--- config.mk ---
export PLATFORM = sky130hd
export DESIGN_NAME = mode_cmd_decoder
export DESIGN_NICKNAME = d
export VERILOG_FILES = /design/src/rtl/mrs_pkg.sv /design/src/rtl/mrs_classify.sv /design/src/rtl/mrs_base_reg.sv /design/src/rtl/mrs_ext_reg.sv /design/src/rtl/mrs_seq_monitor.sv /design/src/rtl/mode_cmd_decoder.sv
export SDC_FILE = /design/constraint.sdc
export NUM_CORES = 1
export LEC_CHECK = 0
export BUFFER_PORTS_ARGS = -buffer_cell sky130_fd_sc_hd__clkbuf_2
export CAP_MARGIN = 20
export CORE_AREA = 5 5 42 44
export CTS_BUF_LIST = sky130_fd_sc_hd__clkbuf_8
export CTS_CLUSTER_DIAMETER = 80
export DETAILED_ROUTE_END_ITERATION = 16
export DIE_AREA = 0 0 47 49
export PLACE_DENSITY = 0.7
export SETUP_SLACK_MARGIN = 0.3
export SLEW_MARGIN = 0
export SYNTH_ARGS = -nofsm -noshare
export SYNTH_HDL_FRONTEND = slang
export SYNTH_SLANG_ARGS = --single-unit
--- constraint.sdc ---
create_clock -name clk -period 3 [get_ports clk]
set_clock_uncertainty 0.1 [all_clocks]
set_input_delay 0 -clock clk [delete_from_list [all_inputs] [get_ports clk]]
set_output_delay 0 -clock clk [all_outputs]
set_load 0.1 [all_outputs]
--- src/rtl/mrs_pkg.sv ---
package mrs_pkg;
  typedef enum logic [1:0] {
    CLS_NORMAL = 2'd0,
    CLS_DLLRST = 2'd1,
    CLS_RSVD   = 2'd2
  } mr_class_t;

  localparam int OPF_W     = 7;
  localparam int BASE_BANK = 0;
  localparam int EXT_BANK  = 1;
endpackage

--- src/rtl/mrs_classify.sv ---
module mrs_classify
  import mrs_pkg::*;
#(
  parameter int ADDR_W = 14
) (
  input  logic [ADDR_W-1:0] addr,
  output mr_class_t         cls
);
  localparam int UP_W = ADDR_W - OPF_W;
  localparam logic [UP_W-1:0] DLL_PAT = UP_W'(2);

  logic [UP_W-1:0] upper;
  assign upper = addr[ADDR_W-1:OPF_W];

  always_comb begin
    if (upper == '0)          cls = CLS_NORMAL;
    else if (upper == DLL_PAT) cls = CLS_DLLRST;
    else                      cls = CLS_RSVD;
  end

  initial begin
    a_r10_width_ok: assert (ADDR_W >= 9);
  end
endmodule

--- src/rtl/mrs_base_reg.sv ---
module mrs_base_reg
  import mrs_pkg::*;
(
  input  logic             clk,
  input  logic             rst_n,
  input  logic             hit,
  input  mr_class_t        cls,
  input  logic [OPF_W-1:0] low_bits,
  output logic [OPF_W-1:0] op_field,
  output logic             dll_rst_pulse,
  output logic             rsvd_err
);
  always_ff @(posedge clk) begin
    if (!rst_n) begin
      op_field      <= '0;
      dll_rst_pulse <= 1'b0;
      rsvd_err      <= 1'b0;
    end else begin
      dll_rst_pulse <= hit && (cls == CLS_DLLRST);
      rsvd_err      <= hit && (cls == CLS_RSVD);
      if (hit && (cls != CLS_RSVD)) op_field <= low_bits;
    end
  end

  a_r4_rsvd_keeps_field: assert property (@(posedge clk) disable iff (!rst_n)
    (hit && cls == CLS_RSVD) |=> $stable(op_field));
  a_r4_flags_exclusive: assert property (@(posedge clk) disable iff (!rst_n)
    $onehot0({dll_rst_pulse, rsvd_err}));
  a_r9_idle_stable: assert property (@(posedge clk) disable iff (!rst_n)
    !hit |=> ($stable(op_field) && !dll_rst_pulse && !rsvd_err));
endmodule

--- src/rtl/mrs_ext_reg.sv ---
module mrs_ext_reg (
  input  logic       clk,
  input  logic       rst_n,
  input  logic       hit,
  input  logic [1:0] ctl_bits,
  output logic       dll_enabled,
  output logic       drive_reduced
);
  always_ff @(posedge clk) begin
    if (!rst_n) begin
      dll_enabled   <= 1'b1;
      drive_reduced <= 1'b0;
    end else if (hit) begin
      dll_enabled   <= ~ctl_bits[0];
      drive_reduced <= ctl_bits[1];
    end
  end

  a_r6_ext_hold: assert property (@(posedge clk) disable iff (!rst_n)
    !hit |=> ($stable(dll_enabled) && $stable(drive_reduced)));
endmodule

--- src/rtl/mrs_seq_monitor.sv ---
module mrs_seq_monitor (
  input  logic clk,
  input  logic rst_n,
  input  logic any_load,
  input  logic normal_load,
  input  logic dllrst_load,
  output logic seq_warn
);
  logic pending;

  always_ff @(posedge clk) begin
    if (!rst_n) begin
      pending  <= 1'b0;
      seq_warn <= 1'b0;
    end else if (normal_load) begin
      pending  <= 1'b0;
      seq_warn <= 1'b0;
    end else if (any_load) begin
      if (pending) seq_warn <= 1'b1;
      if (dllrst_load) pending <= 1'b1;
    end
  end

  a_r8_normal_clears: assert property (@(posedge clk) disable iff (!rst_n)
    normal_load |=> !seq_warn);
  a_r8_no_warn_without_pending: assert property (@(posedge clk) disable iff (!rst_n)
    (!pending && !seq_warn) |=> !seq_warn);
  a_r7_warn_sticky: assert property (@(posedge clk) disable iff (!rst_n)
    (seq_warn && !normal_load) |=> seq_warn);
endmodule

--- src/rtl/mode_cmd_decoder.sv ---
module mode_cmd_decoder
  import mrs_pkg::*;
#(
  parameter int ADDR_W = 14,
  parameter int BANK_W = 2
) (
  input  logic              clk,
  input  logic              rst_n,
  input  logic              cmd_load,
  input  logic [BANK_W-1:0] cmd_bank,
  input  logic [ADDR_W-1:0] cmd_addr,
  output logic [OPF_W-1:0]  op_field,
  output logic              dll_enabled,
  output logic              drive_reduced,
  output logic              dll_rst_pulse,
  output logic              rsvd_err,
  output logic              seq_warn
);
  mr_class_t cls;
  logic base_hit, ext_hit;

  assign base_hit = cmd_load && (cmd_bank == BANK_W'(BASE_BANK));
  assign ext_hit  = cmd_load && (cmd_bank == BANK_W'(EXT_BANK));

  mrs_classify #(.ADDR_W(ADDR_W)) u_cls (
    .addr (cmd_addr),
    .cls  (cls)
  );

  mrs_base_reg u_base (
    .clk           (clk),
    .rst_n         (rst_n),
    .hit           (base_hit),
    .cls           (cls),
    .low_bits      (cmd_addr[OPF_W-1:0]),
    .op_field      (op_field),
    .dll_rst_pulse (dll_rst_pulse),
    .rsvd_err      (rsvd_err)
  );

  mrs_ext_reg u_ext (
    .clk           (clk),
    .rst_n         (rst_n),
    .hit           (ext_hit),
    .ctl_bits      (cmd_addr[1:0]),
    .dll_enabled   (dll_enabled),
    .drive_reduced (drive_reduced)
  );

  mrs_seq_monitor u_seq (
    .clk         (clk),
    .rst_n       (rst_n),
    .any_load    (cmd_load),
    .normal_load (base_hit && cls == CLS_NORMAL),
    .dllrst_load (base_hit && cls == CLS_DLLRST),
    .seq_warn    (seq_warn)
  );

  a_r3_pulse_from_load: assert property (@(posedge clk) disable iff (!rst_n)
    dll_rst_pulse |-> $past(base_hit));
  a_r5_ext_no_err: assert property (@(posedge clk) disable iff (!rst_n)
    ext_hit |=> !rsvd_err);
endmodule

Word level (Yosys, flattened, before mapping)
Cells that the tools add are included.
Word-level totals
  register bits after elaboration: 13
  input bits: 19
  output and inout port bits: 12
  logic and storage cells: 28
Cells by class
  eq/ne operators: 5
  muxes and demuxes: 2
  bitwise operators: 2
  reduce and logical (&&, ||, !) cells: 12
Operators by type and width (number)
  $eq A7 B2 Y1 const B: 1
  $logic_not A7 Y1: 1
  $logic_and A1 B1 Y1: 6
  $eq A2 B1 Y1 const B: 2
  $logic_not A2 Y1: 2
  $mux W2: 2
  $reduce_and A2 Y1: 2
  $eq A2 B2 Y1 const B: 1
  $ne A2 B2 Y1 const B: 1
  $not A1 Y1: 2
  $reduce_or A2 Y1: 1

Depth between registers and ports, before layout
  depth in word-level cells: 6
  gate-level depth with buffers: 4
  depth with buffers taken out: 3

Cells and area by module
From an unflattened synthesis, not the netlist that was laid out.
Unflattened totals
  cells, all modules: 59
  area, all modules: 560.5 µm²
Modules (own cells, without submodules)
  mrs_base_reg: times used 1, cells an instance 37, area an instance 349.1 µm²
  mrs_ext_reg: times used 1, cells an instance 7, area an instance 71.3 µm²
  mrs_seq_monitor: times used 1, cells an instance 7, area an instance 71.3 µm²
  mode_cmd_decoder: times used 1, cells an instance 4, area an instance 42.5 µm²
  mrs_classify: times used 1, cells an instance 4, area an instance 26.3 µm²

Least setup slack after synthesis
Ideal clock, no wire load.
  path type: flip-flop to flip-flop
  from: register u_seq.seq_warn (netlist name)
  to: register u_seq.seq_warn
  setup time: 0.070 ns
  arrival time: 1.211 ns
  required time: 2.830 ns
  path slack: 1.620 ns
  stages on the path, launching flop included: 4
  buffers on the path: 0
  period minus slack after synthesis: 1.380 ns
  path through: dfxtp_1 -> a21o_1 -> nand2_1 -> a21oi_1
RTL lines
  to (signal assigned): RTL line mrs_seq_monitor.sv:14  | seq_warn <= 1'b0;
  to (signal assigned): RTL line mrs_seq_monitor.sv:17  | seq_warn <= 1'b0;
  to (signal assigned): RTL line mrs_seq_monitor.sv:19  | if (pending) seq_warn <= 1'b1;
  to (decl): RTL line mrs_seq_monitor.sv:7  | output logic seq_warn

Worst setup path after layout
  from: input port cmd_addr[10]
  to: register u_base.rsvd_err
Between the ends
  word-level cells in the longest chain between the ends: 5
  elaborated cells between the ends (all ways): 6
  classes of those cells: 2 x eq/ne; 2 x mux; 2 x reduce/logical
RTL lines
  from (decl): RTL line mode_cmd_decoder.sv:11  | input logic [ADDR_W-1:0] cmd_addr,
  $eq A7 B2 Y1: RTL line mrs_classify.sv:17  | else if (upper == DLL_PAT) cls = CLS_DLLRST;
  $mux W2: RTL line mrs_classify.sv:17
  $mux W2 *: RTL line mrs_classify.sv:16  | if (upper == '0) cls = CLS_NORMAL;
  $eq A2 B2 Y1 *: RTL line mrs_base_reg.sv:20  | rsvd_err <= hit && (cls == CLS_RSVD);
  $logic_and A1 B1 Y1 *: RTL line mrs_base_reg.sv:20
  to (signal assigned): RTL line mrs_base_reg.sv:20
  to (decl): RTL line mrs_base_reg.sv:11  | output logic rsvd_err
Mark *: on every way between the ends. The rest lies on a longest branch, timed or not.
A chain may end at the register's enable or synchronous reset.

==> run_results.csv <==
group,metric,value,unit
outcome,status,"finished clean",
worst_setup_path,cp-start-kind,"primary input",
cells_and_area,finish.net_count,118,
die,fp.dieH,49,um
sta,max_slew_margin,63.8,%
clock_network,cts_buffers,3,
sta,tightest_slew,0.545,ns
clock_network,clkTransAtPathRegs,0.05,ns
power,power.share.clock,39.9,%
place,routabilityCongestion,0.611,
drt,drt-total-wl,1140,um
cells_and_area,mostFrequentLayoutCells,"clkbuf_2 (30), nand2_1 (19), dfxtp_1 (13), dlygate4sd3_1 (11), mux2i_1 (9)",
clock_network,cts_tree,"built",
cells_and_area,regArea,260,um2
global_route,grt_use_total,11.1,%
die,dieArea,2300,um2
power,p_sw_share,22.9,%
clock_network,cts_setup_buffers,0,
clock_network,cts-resized-gates,0,
global_route,gr-total-overflow,0,
power,p_int,0.000287,W
sta,fmax,526,MHz
yosys,syn-num-nets,75,
cells_and_area,layout_commonest_cell,"clkbuf_2",
power,pwr-share-comb,13.0,%
die,core.rowCount,14,
cells_and_area,drive_gt1_share,35.7,%
power,leakagePower,0.407,nW
power,switchingPower,0.0000852,W
clock_network,insertion_delay,0.24,ns
global_route,grt_start_max_net_pins,22,
power,ir_drop,0.227,mV
clock_network,cts_buffer_depth,2,
global_route,grt_pass1_wl,1880,um
die,core-area,1400,um2
yosys,synth_area_per_cell,9.29,um2
drt,drt_iter0_drc,6,
worst_setup_path,cp_common_cell,"dlygate4sd3_1",
drt,drc,0,
yosys,synth_warnings,0,
drt,dr.pass1.iters,3,
global_route,antenna_found_initial,0,
drt,vias_per_cell,4.50,
clock_network,ctsHtreeMaxLevel,1,
cells_and_area,multiInputGateArea,238,um2
sta,setup_ws,1.10,ns
yosys,ys_ff_latch,13,
clock_network,root_buffer,"clkbuf_8",
yosys,synthCells,56,
sta,drv_slew,0,
drt,num_vias,513,
sta,setup_viol,0,
worst_hold_path,hold_class,"primary input to flop",
drt,post_drt_wl_per_cell,10.0,um
yosys,syn_area,520,um2
worst_setup_path,arrival,1.92,ns
yosys,seq_area_frac_synth,50.0,%
yosys,yosysUniqueCellTypes,16,
worst_setup_path,slowest_delay,0.56,ns
sta,layout_min_cycle_time,1.90,ns
clock_network,cts_num_sinks,13,
worst_setup_path,crit_family,"buffers and inverters",
die,ios,31,
place,hpwl,859,um
job,drv_cap,0,
worst_setup_path,critPathKind,"primary input to flop",
cells_and_area,num-fill-cells,144,
global_route,grt_pass1_vias,463,
worst_setup_path,critPathRequiredTime,3.02,ns
sta,period_share,63.4,%
cells_and_area,diodes,0,
place,pre_cts_ws,1.82,ns
place,portBuffers,30,
die,dieWidth,47,um
die,start_util,37.1,%
worst_setup_path,crit_chain,"dlygate4sd3_1 > clkbuf_2 > nor2_1 > dlygate4sd3_1 > a21oi_1 > dlygate4sd3_1",
worst_setup_path,crit_path_end_kind,"flop",
power,pwr-share-seq,47.1,%
worst_setup_path,cpMaxStageDelayCell,"dlygate4sd3_1",
sta,rsz0062_at_grt,"false",
sta,fin_tns_setup,0,ns
worst_setup_path,worst-path-max-fanout,2,
worst_setup_path,cp.buffers_inverters,4,
sta,hold_viol,0,
drt,ant_nets,0,
power,power_density,450,nW/um2
cells_and_area,area_growth_syn_to_layout,58.9,%
==> layout make-up <==
cell class                      count  share of cell area (%)
Inverter                            1                   0.454
Multi-Input combinational cell     39                    28.7
Clock buffer                        3                    4.99
Sequential cell                    13                    31.5
Timing Repair Buffer               41                    31.5
Tap cell                           16                    2.42
Clock inverter                      1                   0.454
==> worst min-delay path: stages <==
cell,delay [ns]
clkbuf_2,0.10
a21o_1,0.11
nand2_1,0.05
a21oi_1,0.10
==> Yosys cell counts (all sizes together) <==
| master | number | share of area, % |
|---|---|---|
| and3 | 2 | 2.6 |
| nor2 | 1 | 0.72 |
| nor2b | 1 | 1.2 |
| inv | 1 | 0.72 |
| o211ai | 1 | 1.4 |
| a21oi | 2 | 1.9 |
| nor4 | 1 | 2.4 |
| nor3b | 1 | 1.4 |
| clkbuf | 2 | 1.4 |
| nand3b | 1 | 1.4 |
| a21o | 1 | 1.4 |
| nand2 | 19 | 14 |
| dfxtp | 13 | 50 |
| mux2i | 9 | 17 |
| buf | 1 | 2.2 |
==> flip-flops by register name (all words and copies together), names as in the netlist <==
register / cells
u_seq.pending: 1
u_ext.drive_reduced: 1
u_base.dll_rst_pulse: 1
u_base.rsvd_err: 1
u_base.op_field: 7
u_seq.seq_warn: 1
u_ext.dll_enabled: 1
==> per-stage QoR <==
| stage | total power, W | cell area, um2 | utilization, % | hold slack (ns) | cells |
|---|---|---|---|---|---|
| 2_1_floorplan | 0.000201 | 520 | - | 0.0251 | 56 |
| 3_3_place_gp | 0.000216 | 672 | 47.9 | 0.130 | 99 |
| 3_5_place_dp | 0.000217 | 672 | 47.9 | 0.134 | 99 |
| 4_1_cts | 0.000375 | 827 | 59.0 | 0.0506 | 114 |
| 5_1_grt | 0.000389 | 827 | 59.0 | 0.0590 | 114 |
| 6_report | 0.000372 | 827 | 59.0 | 0.0521 | 114 |
==> routing by layer <==
layer / routed length, um / track usage, % / up-vias
li1: - / - / 269
met2: 510 / 14.9 / 16
met4: 8 / 5.53 / 0
met3: 107 / 5.54 / 2
met1: 518 / 14.3 / 226
met5: 0 / 0 / -
==> cells by family (layout without fill, tap and decap cells) <==
kind of cell	Yosys count	count (layout)	synth area share (%)
AO/OA/AOI/OAI	4	4	4.81
buffers and inverters	4	46	4.33
flip-flops	13	13	50.0
multiplexers	9	9	17.3
AND/OR/NAND/NOR	26	26	23.6
==> worst paths after layout <==
path | cells past startpoint | start | slack, ns | endpoint
setup / recovery | 6 | cmd_addr[10] | 1.10 | u_base.rsvd_err$_SDFF_PN0_
hold / removal | 4 | cmd_load | 0.05 | u_seq.seq_warn$_SDFFE_PP0P_
setup reg to reg | 3 | u_seq.pending$_SDFFE_PP0P_ | 2.22 | u_seq.seq_warn$_SDFFE_PP0P_
hold reg to reg | 2 | u_base.op_field[4]$_SDFFE_PN0P_ | 0.36 | u_base.op_field[4]$_SDFFE_PN0P_
==> power groups by stage <==
| stage | logic [W] | clock network (W) | registers [W] |
|---|---|---|---|
| 2_1_floorplan | 0.0000103 | 0 | 0.000191 |
| 3_3_place_gp | 0.0000374 | 0 | 0.000179 |
| 3_5_place_dp | 0.0000380 | 0 | 0.000179 |
| 4_1_cts | 0.0000487 | 0.000152 | 0.000175 |
| 5_1_grt | 0.0000521 | 0.000161 | 0.000175 |
| 6_report | 0.0000484 | 0.000149 | 0.000175 |
==> repair_timing <==
action | 4_1_cts | 5_1_grt
hold buffers | 11 | 0
endpoints found under the setup margin | 0 | 0
hold endpoints to repair | 13 | 0
No activity file was read; power rests on OpenSTA's default activity.
